### config.mk
export PLATFORM = sky130hd
export DESIGN_NAME = nibcode_top
export DESIGN_NICKNAME = d
export VERILOG_FILES = /design/src/rtl/nibcode_pkg.sv /design/src/rtl/nibcode_enc.sv /design/src/rtl/nibcode_chk.sv /design/src/rtl/nibcode_top.sv
export SDC_FILE = /design/constraint.sdc
export NUM_CORES = 1
export LEC_CHECK = 0
export CAP_MARGIN = 40
export CORE_MARGIN = 5
export CORE_UTILIZATION = 45
export DETAILED_ROUTE_END_ITERATION = 16
export DONT_BUFFER_PORTS = 1
export PLACE_DENSITY_LB_ADDON = 0.25
export SYNTH_ARGS = -nofsm -noshare
export SYNTH_HDL_FRONTEND = slang
export SYNTH_SLANG_ARGS = --single-unit
### constraint.sdc
create_clock -name clk_i -period 1.86 [get_ports clk_i]
set_clock_uncertainty 0.05 [all_clocks]
set_input_delay 0.372 -clock clk_i [delete_from_list [all_inputs] [get_ports clk_i]]
set_output_delay 0.372 -clock clk_i [all_outputs]
set_load 0.005 [all_outputs]
### src/rtl/nibcode_pkg.sv
package nibcode_pkg;
  localparam int NIB_W  = 4;
  localparam int WORD_W = 2 * NIB_W;
  localparam int N_OPS  = 2;

  typedef enum logic [1:0] {
    ST_NULL    = 2'd0,
    ST_VALID   = 2'd1,
    ST_INVALID = 2'd2
  } cw_status_e;
endpackage

### src/rtl/nibcode_enc.sv
module nibcode_enc
  import nibcode_pkg::*;
(
  input  logic [NIB_W-1:0]  nib_i,
  input  logic              lay_i,
  output logic [WORD_W-1:0] word_o
);
  logic [WORD_W-1:0] word_adj, word_spr;

  for (genvar i = 0; i < NIB_W; i++) begin : g_adj
    assign word_adj[2*i+1] = nib_i[i];
    assign word_adj[2*i]   = ~nib_i[i];
  end

  // spread layout, fixed for a 4-bit nibble
  assign word_spr = {nib_i[0], ~nib_i[2], nib_i[1], nib_i[3],
                     ~nib_i[1], nib_i[2], ~nib_i[0], ~nib_i[3]};

  assign word_o = lay_i ? word_spr : word_adj;
endmodule

### src/rtl/nibcode_chk.sv
module nibcode_chk
  import nibcode_pkg::*;
(
  input  logic [WORD_W-1:0] word_i,
  input  logic              lay_i,
  output cw_status_e        st_o,
  output logic [NIB_W-1:0]  nib_o
);
  logic [NIB_W-1:0] tru_adj, cmp_adj, tru_spr, cmp_spr, tru, cmp;
  logic             pairs_ok;

  for (genvar i = 0; i < NIB_W; i++) begin : g_adj
    assign tru_adj[i] = word_i[2*i+1];
    assign cmp_adj[i] = word_i[2*i];
  end

  assign tru_spr = {word_i[4], word_i[2], word_i[5], word_i[7]};
  assign cmp_spr = {word_i[0], word_i[6], word_i[3], word_i[1]};

  assign tru = lay_i ? tru_spr : tru_adj;
  assign cmp = lay_i ? cmp_spr : cmp_adj;
  assign pairs_ok = &(tru ^ cmp);

  always_comb begin
    if (word_i == '0)  st_o = ST_NULL;
    else if (pairs_ok) st_o = ST_VALID;
    else               st_o = ST_INVALID;
  end

  assign nib_o = (st_o == ST_VALID) ? tru : '0;
endmodule

### src/rtl/nibcode_top.sv
module nibcode_top
  import nibcode_pkg::*;
(
  input  logic        clk_i,
  input  logic        rst_ni,
  input  logic [3:0]  nib_i,
  input  logic        lay_i,
  output logic [7:0]  enc_o,
  input  logic [7:0]  opa_i,
  input  logic [7:0]  opb_i,
  output logic [3:0]  dec_o,
  output logic [1:0]  chk_o,
  output logic [7:0]  xor_o,
  output logic [1:0]  xor_st_o
);
  logic [WORD_W-1:0] op_w   [N_OPS];
  cw_status_e        op_st  [N_OPS];
  logic [NIB_W-1:0]  op_nib [N_OPS];
  logic              ops_ok;
  logic [NIB_W-1:0]  res_nib;
  logic [WORD_W-1:0] res_word, xor_q;
  cw_status_e        xst_q;

  assign op_w[0] = opa_i;
  assign op_w[1] = opb_i;

  nibcode_enc u_enc (.nib_i(nib_i), .lay_i(lay_i), .word_o(enc_o));

  for (genvar g = 0; g < N_OPS; g++) begin : g_op
    nibcode_chk u_chk (
      .word_i(op_w[g]), .lay_i(lay_i), .st_o(op_st[g]), .nib_o(op_nib[g])
    );
  end

  assign dec_o = op_nib[0];
  assign chk_o = op_st[0];

  assign ops_ok  = (op_st[0] == ST_VALID) && (op_st[1] == ST_VALID);
  assign res_nib = op_nib[0] ^ op_nib[1];

  nibcode_enc u_renc (.nib_i(res_nib), .lay_i(lay_i), .word_o(res_word));

  // layout is captured with the operands through res_word
  always_ff @(posedge clk_i or negedge rst_ni) begin
    if (!rst_ni) begin
      xor_q <= '0;
      xst_q <= ST_NULL;
    end else if (ops_ok) begin
      xor_q <= res_word;
      xst_q <= ST_VALID;
    end else begin
      xor_q <= '0;
      xst_q <= ST_NULL;
    end
  end

  assign xor_o    = xor_q;
  assign xor_st_o = xst_q;


  enc_weight_chk: assert property (@(posedge clk_i) disable iff (!rst_ni)
    $countones(enc_o) == 4);

  valid_weight_chk: assert property (@(posedge clk_i) disable iff (!rst_ni)
    (chk_o == ST_VALID) |-> ($countones(opa_i) == 4));

  null_dec_chk: assert property (@(posedge clk_i) disable iff (!rst_ni)
    (chk_o == ST_NULL) |-> (dec_o == '0 && opa_i == '0));

  invalid_nonzero_chk: assert property (@(posedge clk_i) disable iff (!rst_ni)
    (chk_o == ST_INVALID) |-> (opa_i != '0 && dec_o == '0));

  xor_weight_chk: assert property (@(posedge clk_i) disable iff (!rst_ni)
    (xor_st_o == ST_VALID) |-> ($countones(xor_o) == 4));

  xor_null_chk: assert property (@(posedge clk_i) disable iff (!rst_ni)
    (op_st[0] != ST_VALID || op_st[1] != ST_VALID) |=>
      (xor_st_o == ST_NULL && xor_o == '0));
endmodule

==> summary.md <==
| Metric | Value |
|---|---|
| TritonCTS buffer count | `3` |
| Post-synth top area share | `0.256` |
| Fill cells | `200` |
| Number of max-cap violations | `0` |
| I/O pins | `47` |
| Pleak | `0.377 nW` |
| Starting Density | `0.462` |
| Post-synth EDFFs | `0` |
| Post-Syn Nets | `122` |
| Clk buf depth | `2` |
| Yosys warns | `0` |
| Top-count cell post-synth | `xnor2_1` |
| Initial antenna violation count | `0` |
| Crit path launch type | `input pin` |
| Worst path arrival time | `1.17 ns` |
| Total routed wirelength | `1740 um` |
| Critical path endpoint category | `primary output` |
| Synth area leaders | `dfrtp_1 26%, xnor2_1 12%, xor2_1 11%` |
| PortBufs | `0` |
| Clk pin slew, worst setup/hold paths | `0.05 ns` |
| Hold Path Class | `in2reg` |
| Nets | `119` |
| CTS Sinks | `9` |
| Yosys reg bits | `9` |
| Vias in the first global route | `slightly below 600` |
| ANT cells | `0` |
| Yosys cell types | `32` |
| First-pass GRT wire length | `2590 um` |
| Die height | `54.2 um` |
| Seq/Total Area, Yosys | `0.256` |
| Crit share post-route | `0.855` |
| Worst VDD drop | `0.000197 V` |
| Area occupied by multi-input gates | `approximately 570 um2` |
| Slew Limit Fails | `0` |
| Fmax | `629 MHz` |
| Synthesized cell area | `878 um2` |
| Htree depth | `1` |
| Die Span X | `roughly 54 um` |
| Core Util, Final | `0.466` |
| Via count | `630` |
| Critical Path Fanout Max | `26` |
| DRC violations left | `0` |
| Final Setup Violations | `0` |
| Synth Flop Type | `dfrtp_1` |
| Status | `complete, no violations` |
| Synth top cells by count | `12 x xnor2_1, 11 x nor2_1, 11 x xor2_1` |
| Pwr per Cell Area | `508 nW/um2` |
| Register area | `225 um2` |
| DRT iter0 DRCs | `0` |
| Vias/cell | `5.16` |
| Drt wl/cell | `between 10 and 15 um` |
| TritonRoute pass-1 iters | `1` |
| GPL Wtd Cong | `0.809` |
| Core Area | `1900 um2` |
| Final hold vios | `0` |
| FFs w/ async S/R, synth | `1.00` |
| TritonCTS clock tree | `built` |
| CP required | `approximately 1.4 ns` |
| Clock Root Buffer | `clkbuf_4` |
| Share of layout cells above drive strength 1 | `0.147` |
| Die Area | `2940 um2` |
| Tmin final | `roughly 1.6 ns` |
| Leading area contributor after synthesis | `dfrtp_1` |
| Largest net degree at the start of global routing | `27` |
| Setup TNS | `0 ns` |
| DP HPWL | `between 1000 and 1500 um` |
| Global-route usage over all layers | `0.117` |
| Avg Cell Area, Syn | `roughly 8.9 um2` |
| Synth Instances | `99` |
| Row cnt | `16` |
| Critical path type | `in2out` |
| Detail Route Antenna Nets | `0` |
| Unrepaired setup endpoints after global routing | `no` |
| Post-CTS setup buffer count | `0` |
| Area growth, synth to finish | `0.855%` |
| Grt total ovfl | `0` |
==> report_power, final <==
part | total [mW] | internal [mW] | leakage (nW) | switching (mW)
Combinational | 0.114 | 0.0597 | 0.236 | 0.0539
Clock | 0.140 | 0.0820 | 0.0150 | 0.0576
Sequential | 0.197 | 0.197 | 0.126 | 0.000400
==> cell usage in the layout, fill, tap and decap left out, drive strengths merged, types with 2 or more instances in the layout <==
master / Yosys / layout
xnor2: 12 / 12
nor2: 11 / 11
xor2: 11 / 11
mux2i: 9 / 9
dfrtp: 9 / 9
nand2: 5 / 5
nor3: 5 / 5
clkbuf: 1 / 4
a21oi: 3 / 3
nor4: 2 / 2
mux2: 2 / 2
o21ai: 2 / 2
nand3b: 2 / 2
a211oi: 2 / 2
o21a: 2 / 2
inv: 2 / 2
==> what timing repair did <==
action,4_1_cts,5_1_grt
gates resized for setup,0,0
setup endpoints to repair,0,0
hold buffers,1,0
endpoints found under the hold margin,9,0
==> area by class of cell <==
class                      count  area share
multi-input combinational     77       0.644
clock buffer                   4      0.0297
inverter                       3      0.0141
sequential                     9       0.254
tap                           27      0.0381
timing repair buffer           2      0.0198
==> worst paths after layout <==
kind | from | end | slack (ns) | cells after the start
max | lay_i | dec_o[2] | 0.27 | 5
max in group asynchronous | rst_ni | xor_st_o[0]$_DFF_PN0_ | 1.06 | 1
min | lay_i | xor_o[3]$_DFF_PN0_ | 0.17 | 1
min in group asynchronous | rst_ni | xor_o[2]$_DFF_PN0_ | 0.43 | 1
==> cells by family after synthesis <==
| family | share of synthesized area |
|---|---|
| simple gates | 0.184 |
| buf+inv | 0.0940 |
| flops | 0.256 |
| mux | 0.128 |
| xor+xnor | 0.229 |
| compound gates | 0.104 |
| other cells | 0.00427 |
==> metrics by stage <==
stage,setup slack [ns],area (um2),instances,hold slack (ns),total power [mW]
after CTS,0.249,886,122,0.163,0.457
final,0.270,886,122,0.173,0.450
after global placement,0.142,850,117,0.0266,0.310
after detailed placement,0.112,850,117,0.0266,0.311
after floorplan,0.0643,878,99,0.0264,0.324
after global routing,0.134,886,122,0.172,0.473
==> worst max-delay path, stage by stage <==
cell	delay [ns]
mux2i_1	0.19
xnor2_1	0.16
o211ai_2	0.12
buf_4	0.16
a21oi_1	0.17
==> sequential cells by signal, summed over array words and instances, names as in the netlist <==
register / flops
xor_st_o: 1
xor_o: 8
==> layer usage <==
layer	track usage	vias to the layer above	part of all wire	routed length, um
met5	0	-	0	0
li1	-	319	-	-
met2	0.193	28	0.49	862
met1	0.134	283	0.40	690
met4	0.0498	0	0	0
met3	0.0443	0	0.11	191
Note: power is estimated with default switching activity, not from simulation.
